==> config.mk <==
export PLATFORM = sky130hd
export DESIGN_NAME = fan_pwm_edge
export DESIGN_NICKNAME = d
export VERILOG_FILES = /design/src/rtl/fan_pwm_edge.sv
export SDC_FILE = /design/constraint.sdc
export NUM_CORES = 1
export LEC_CHECK = 0
export ABC_AREA = 1
export CAP_MARGIN = 15
export CORE_ASPECT_RATIO = 1.1
export CORE_MARGIN = 2
export CORE_UTILIZATION = 53
export DETAILED_ROUTE_END_ITERATION = 10
export GPL_TIMING_DRIVEN = 0
export PLACE_DENSITY = 0.77
export SLEW_MARGIN = 25
export SYNTH_ARGS = -nofsm -noshare
export SYNTH_HDL_FRONTEND = slang
export SYNTH_SLANG_ARGS = --single-unit
==> constraint.sdc <==
create_clock -name clk -period 2.85 [get_ports clk]
set_input_delay 0.7125 -clock clk [delete_from_list [all_inputs] [get_ports clk]]
set_output_delay 0.7125 -clock clk [all_outputs]
set_load 0.02 [all_outputs]
==> src/rtl/fan_pwm_edge.sv <==
module fan_pwm_edge #(
  parameter int EXP_W = 4,
  parameter int LIN_W = 4,
  parameter int PER_W = 8,
  parameter int PT_W  = 8
) (
  input  logic              clk,
  input  logic              rst_n,
  input  logic              clk_en,
  input  logic              port_en,
  input  logic [EXP_W-1:0]  div_exp,
  input  logic [LIN_W-1:0]  div_lin,
  input  logic [PER_W-1:0]  period,
  input  logic [2*PT_W-1:0] duty_pts,
  output logic              pwm_out,
  output logic              period_start
);

  localparam int HI_CW = (1 << EXP_W) - 1;
  localparam int LO_CW = LIN_W + 1;

  logic [EXP_W-1:0] exp_act;
  logic [LIN_W-1:0] lin_act;
  logic [PER_W-1:0] per_act;
  logic [PT_W-1:0]  rise_act, fall_act;

  logic [HI_CW-1:0] hi_cnt, hi_last;
  logic [LO_CW-1:0] lo_cnt, lo_last;
  logic [PER_W-1:0] cnt, cnt_nxt;
  logic             pwm_q, lvl_nxt;
  logic             hi_wrap, tick, wrap;
  logic [PT_W-1:0]  rise_use, fall_use;

  assign hi_last = (HI_CW'(1) << exp_act) - HI_CW'(1);
  assign lo_last = (lin_act == '0) ? '0 : ({1'b0, lin_act} << 1) - LO_CW'(1);

  assign hi_wrap = clk_en && (hi_cnt == hi_last);
  assign tick    = hi_wrap && (lo_cnt == lo_last);
  assign wrap    = tick && (cnt == per_act);

  assign cnt_nxt  = wrap ? '0 : cnt + PER_W'(1);
  assign rise_use = wrap ? duty_pts[PT_W-1:0]      : rise_act;
  assign fall_use = wrap ? duty_pts[2*PT_W-1:PT_W] : fall_act;

  always_comb begin
    if (rise_use == fall_use)    lvl_nxt = 1'b1;
    else if (cnt_nxt == rise_use) lvl_nxt = 1'b1;
    else if (cnt_nxt == fall_use) lvl_nxt = 1'b0;
    else                          lvl_nxt = pwm_q;
  end

  always_ff @(posedge clk or negedge rst_n) begin
    if (!rst_n) begin
      hi_cnt       <= '0;
      lo_cnt       <= '0;
      cnt          <= '0;
      pwm_q        <= 1'b0;
      period_start <= 1'b0;
      exp_act      <= '0;
      lin_act      <= '0;
      per_act      <= '0;
      rise_act     <= '0;
      fall_act     <= '0;
    end else begin
      period_start <= wrap;
      if (clk_en)
        hi_cnt <= hi_wrap ? '0 : hi_cnt + HI_CW'(1);
      if (hi_wrap)
        lo_cnt <= (lo_cnt == lo_last) ? '0 : lo_cnt + LO_CW'(1);
      if (tick) begin
        cnt   <= cnt_nxt;
        pwm_q <= lvl_nxt;
      end
      if (wrap) begin
        exp_act  <= div_exp;
        lin_act  <= div_lin;
        per_act  <= period;
        rise_act <= duty_pts[PT_W-1:0];
        fall_act <= duty_pts[2*PT_W-1:PT_W];
      end
    end
  end

  assign pwm_out = port_en & pwm_q;

  assert_cnt_bound_R1: assert property (@(posedge clk) disable iff (!rst_n)
    cnt <= per_act);

  assert_freeze_R7: assert property (@(posedge clk) disable iff (!rst_n)
    !clk_en |=> $stable(cnt) && $stable(pwm_q));

  assert_start_zero_R8: assert property (@(posedge clk) disable iff (!rst_n)
    period_start |-> cnt == '0);

  assert_shadow_rise_R9: assert property (@(posedge clk) disable iff (!rst_n)
    !period_start |-> $stable(rise_act) && $stable(fall_act));

  assert_shadow_per_R9: assert property (@(posedge clk) disable iff (!rst_n)
    !period_start |-> $stable(per_act) && $stable(exp_act) && $stable(lin_act));

  assert_rise_edge_R4: assert property (@(posedge clk) disable iff (!rst_n)
    $rose(pwm_q) |-> (PT_W'(cnt) == rise_act) || (rise_act == fall_act));

  assert_fall_edge_R4: assert property (@(posedge clk) disable iff (!rst_n)
    $fell(pwm_q) |-> (PT_W'(cnt) == fall_act) && (rise_act != fall_act));

endmodule

[After elaboration in Yosys (flattened, before gate mapping)]
Index checks and enable logic that the tools add are counted.
Cells by class
  bitwise operators: 1
  reduce and logical (&&, ||, !) cells: 6
  shift operators: 1
  equality and inequality tests: 6
  $add $sub $neg: 5
  mux-type cells: 9
Operator list (number)
  $eq 8x8->1: 4
  $mux 8: 3
  $add 15x1->15 const B: 1
  $eq 15x15->1: 1
  $mux 15: 1
  $shl 1x4->15 const A: 1
  $sub 15x2->15 const B: 1
  $mux 5: 2
  $add 8x1->8 const B: 1
  $add 5x1->5 const B: 1
  $eq 5x5->1: 1
  $sub 5x1->5 const B: 1
  $logic_not 4->1: 1
  $logic_and 1x1->1: 3
  $mux 1: 3
  $reduce_bool 3->1: 1
  $reduce_and 2->1: 1
  $and 1x1->1: 1
Word-level totals
  word-level logic and storage cells: 38
  bits of input ports: 36
  bits in registers: 62
  output and inout port bits: 2

[Logic depth before layout (Yosys ltp)]
  depth after elaboration: 11
  mapped depth: 27
  gate-level depth less buffers: 25

[Worst setup path before layout]
Ideal clock, no wire load.
  path kind: flip-flop to flip-flop
  start: register exp_act[2]
  end: register pwm_q
  cell stages (with the launch flop): 25
  path buffers: 3
  slack: 151 ps
  period minus slack after synthesis: 2699 ps
  arrival time: 2582 ps
  data required time: 2734 ps
  setup time: 116 ps
  path through: dfrtp_1 > buf_4 > nor2_8 > nand2_1 > ha_1 > nand2_1 > nand2_1 > nor2_1 > nand2_1 > nor2_1 > nand2_1 > nor2_1 > nand2_1 > nor2_2 > nand3_2 > buf_6 > buf_6 > nand2_1 > inv_2 > a21oi_1 > nand2_1 > nor2_1 > nand2_1 > nand2_1 > nand2_1
On the way
  longest elaborated chain between the ends: 10
  elaborated cells between the ends (all ways): 16
  classes of those cells: add/sub: 1; eq/ne: 4; shift: 1; mux: 5; reduce/logical: 5
Ends and longest elaborated chain
  from (decl): line 22  | logic [EXP_W-1:0] exp_act;
  from (signal assigned): line 75  | exp_act <= div_exp;
  $shl 1x4->15 *: line 34  | assign hi_last = (HI_CW'(1) << exp_act) - HI_CW'(1);
  $sub 15x2->15 *: line 34
  $eq 15x15->1 *: line 37  | assign hi_wrap = clk_en && (hi_cnt == hi_last);
  $logic_and 1x1->1 *: line 37
  $logic_and 1x1->1 *: line 38  | assign tick = hi_wrap && (lo_cnt == lo_last);
  $logic_and 1x1->1: line 39  | assign wrap = tick && (cnt == per_act);
  $mux 8 (on tied branches)
  $eq 8x8->1 (on tied branches): line 46, 47, 48
  $reduce_bool 3->1 (no source line) or $mux 1 (tied branches)
  $reduce_and 2->1 (no source line) or $mux 1 (tied branches)
  to (signal assigned): line 72  | pwm_q <= lvl_nxt;
  to (decl): line 30  | logic pwm_q, lvl_nxt;
Mark *: on every way between the ends. The rest lies on a longest branch, timed or not.
A chain may end at the register's enable or synchronous reset.

[Worst setup path after layout]
  start: register exp_act[2]
  end: register pwm_q
On the way
  longest elaborated chain between the ends: 10
  elaborated cells between the ends (all ways): 16
  classes of those cells: add/sub: 1; eq/ne: 4; shift: 1; mux: 5; reduce/logical: 5
Ends and longest elaborated chain
  $shl 1x4->15 *: line 34
  $sub 15x2->15 *: line 34
  $eq 15x15->1 *: line 37
  $logic_and 1x1->1 *: line 37
  $logic_and 1x1->1 *: line 38
  $logic_and 1x1->1 *: line 39
  $mux 8 *
  net fall_use[4]: line 32  | logic [PT_W-1:0] rise_use, fall_use;
  $eq 8x8->1 (on tied branches): line 46, 48
  $reduce_bool 3->1 (no source line)
  $reduce_and 2->1 (no source line)
Mark *: on every way through the listed nets, which the timed path passes. The rest lies on a longest branch.

==> impl_metrics.toml <==
[clock_tree]
root_buffer = "clkbuf_8"
clock_path_buffers = 2
htree_levels = 3
clk_latency_ns = 0.35
cts_tree = "built"
cts_buffers = 9
clkSlewWorstSetupHoldPaths_ns = 0.07
clock_sinks = 62
ctsHoldBuffers = 0

[die]
die_h_um = 99.4
die_w_um = 90.7
ios = 38
core_mm2 = 0.00796
rows = 34
start_util = 0.551
dieArea_mm2 = 0.00901

[power_and_ir_drop]
leakagePower_nw = 2.99
peakVddDrop_v = 0.000348
powerDensity_mw_per_mm2 = 376
p_total_mw = 2.11

[worst_setup_path]
cp_num_cells = 25
timing.critical_path.buf_inv = 4
cpLargestDelayFamily = "simple AND/OR/NAND/NOR gates"
cp-start-kind = "register"
end_kind = "register"
cp.arrival_ns = 3.23
cp_common_cell = "nand2_1"
path_max_fanout = 10
critPathSlowestCell = "dfrtp_1"
critPathKind = "reg -> reg"
slowest_delay_ns = 0.37
required_ns = 3.09
r2r_cells = 25

[global_route]
grt_pass1_vias = 4393
grt_pass1_wl_mm = 20.2
grt_antenna_before_repair = 0
grt_max_degree = 42
grt-ovfl-total = 0
track_usage = 0.277

[placed_design]
portBuffers = 36
dp_hpwl_mm = 8.45
gp_congestion = 0.951

[sta]
relSlewSlack = 0.474
skew_ns = 0.0105
fin_ws_ns = -0.144
drv_slew = 0
period_share = 1.05
fmax_mhz = 334
period_minus_slack_ns = 2.99
holdWs_ns = 0.246
hold_viol_final = 0
worst_pin_slew_ns = 0.784
grt_setup_unrepaired = "yes"
setup_violations = 1

[cells_and_area]
areaGrowthSynthToFinish_pct = 28.1
drive_gt1_frac = 0.177
n_antenna_cell = 0
layout.nets = 812

[synth]
synth.avg_cell_area_um2 = 6.34
synth_top_cell_by_area = "dfrtp_1"
ys_seq_elements = 62
synthFlopType = "dfrtp_1"
synthTopCellsByArea = "dfrtp_1 35%, nand2_1 24%, inv_1 7.5%"
syn_area_mm2 = 0.00438
synth_seq_area_share = 0.354
syn_inst = 691
synthDistinctLibCells = 35
synth-edff-count = 0
synth_top_area_share = 0.354
ys_async_sr_fraction = 1.00
synth_nets = 731
synth_warnings = 0

[route]
viasPerCell = 5.28
dr.pass1.iters = 5
drc_errors = 0
num_vias = 4671
ant_nets = 0
routedWlPerCell_um = 13.9
routed_wl_mm = 12.3
drt_iter0_markers = 325

[worst_hold_path]
hold_path.class = "in -> async"

[job]
drv_cap = 0

[run_status]
violations = "negative setup slack"
status = "finished with violations"
cell families after synthesis:
logic type      count (synthesis)  synth area share
simple gates                  436             0.427
buf+inv                       116             0.111
flops                          62             0.354
compound gates                 61            0.0720
xor+xnor                       12            0.0240
fa+ha+maj                       4            0.0114
worst reg2reg max path: stages (launching register included):
cell and delay, ns:
dfrtp_1 0.37, buf_6 0.13, nor2_8 0.14, nand3_4 0.09, ha_4 0.28, inv_2 0.03, nand2_2 0.06, nand2_1 0.05
nor2_1 0.08, nand2_1 0.06, nor2_1 0.08, nand2_1 0.05, nor2_1 0.08, nand2_1 0.10, nor2_4 0.13, nand3_2 0.12
buf_6 0.19, buf_12 0.16, nand2_1 0.09, nand2_1 0.11, nand2_1 0.08, nand4_1 0.12, nor2_2 0.12, nand2_1 0.06
nand2_1 0.05, nand2_1 0.05
cell type report:
cell class              count  area, µm²
well taps                 108        135
fillers                   668       2340
plain buffers              16        148
multi-input cells         513       2540
inverters                  99        390
flip-flops and latches     62       1550
repair buffers             71        642
clock buffers              10        128
clock inverters             5       75.1
what timing repair did:
action                     in CTS  in global routing
pin swaps                       7                 16
resized for setup              42                 51
buffers inserted                9                 24
cloned                          0                  1
setup endpoints to repair      35                 36
state kept, by name (all words and copies together), names as in the netlist:
name / flops
cnt: 8
exp_act: 4
fall_act: 8
hi_cnt: 15
lin_act: 4
lo_cnt: 5
per_act: 8
period_start: 1
pwm_q: 1
rise_act: 8
synth_stat cells (7+ instances only):
| cell type | count |
|---|---|
| inv_1 | 88 |
| xnor2_1 | 7 |
| nand4_1 | 18 |
| nor3_1 | 11 |
| a21oi_1 | 16 |
| nand2_1 | 282 |
| o21ai_1 | 11 |
| nand3_1 | 47 |
| o21ai_0 | 31 |
| dfrtp_1 | 62 |
| nor2_1 | 53 |
| inv_2 | 9 |
cells in the final DEF (no fill, tap or decap), types with 10 or more instances in the layout:
cell type	synthesis	routed
clkdlybuf4s50_1	0	35
nor2_1	53	45
o21ai_0	31	23
dfrtp_1	62	61
inv_2	9	10
nand4_1	18	18
o21ai_1	11	15
nand3_1	47	45
buf_4	3	32
nand2_2	4	17
nand2_1	282	261
nor3_1	11	11
inv_1	88	84
a21oi_1	16	15
per-layer routing:
layer | GRT usage | vias to the layer above | part of all wire
met5 | 0 | - | 0
met4 | 0.108 | 0 | 0.038
met3 | 0.0508 | 45 | 0.055
met2 | 0.508 | 153 | 0.52
met1 | 0.322 | 2161 | 0.39
li1 | - | 2312 | -
final timing paths:
check	start	endpoint	slack, ns
worst min register to register	pwm_q	pwm_q	0.49
min in group clk	pwm_q	pwm_q	0.49
worst min-delay path	rst_n	exp_act[1]	0.25
worst max-delay path	exp_act[2]	pwm_q	-0.14
max in group asynchronous	rst_n	rise_act[4]	2.07
worst max register to register	exp_act[2]	pwm_q	-0.14
power by group:
part	total (mW)	internal [mW]	leakage [nW]	switching, mW
Combinational	0.299	0.127	2.12	0.171
Clock	0.835	0.483	0.106	0.352
Sequential	0.975	0.922	0.756	0.0524
metrics by stage:
stage	instances	TNS, ns	setup slack [ns]	cell area, µm²	utilization
final	884	-0.144	-0.144	5610	0.705
after global routing	884	-1.40	-0.366	5610	0.705
after CTS	860	-0.586	-0.150	5320	0.669
after detailed placement	836	-7.02	-0.506	4890	0.615
after global placement	835	-68.21	-1.01	4880	0.613
after floorplan	691	0	0.151	4380	-
Power figures use the tool's default switching activity.
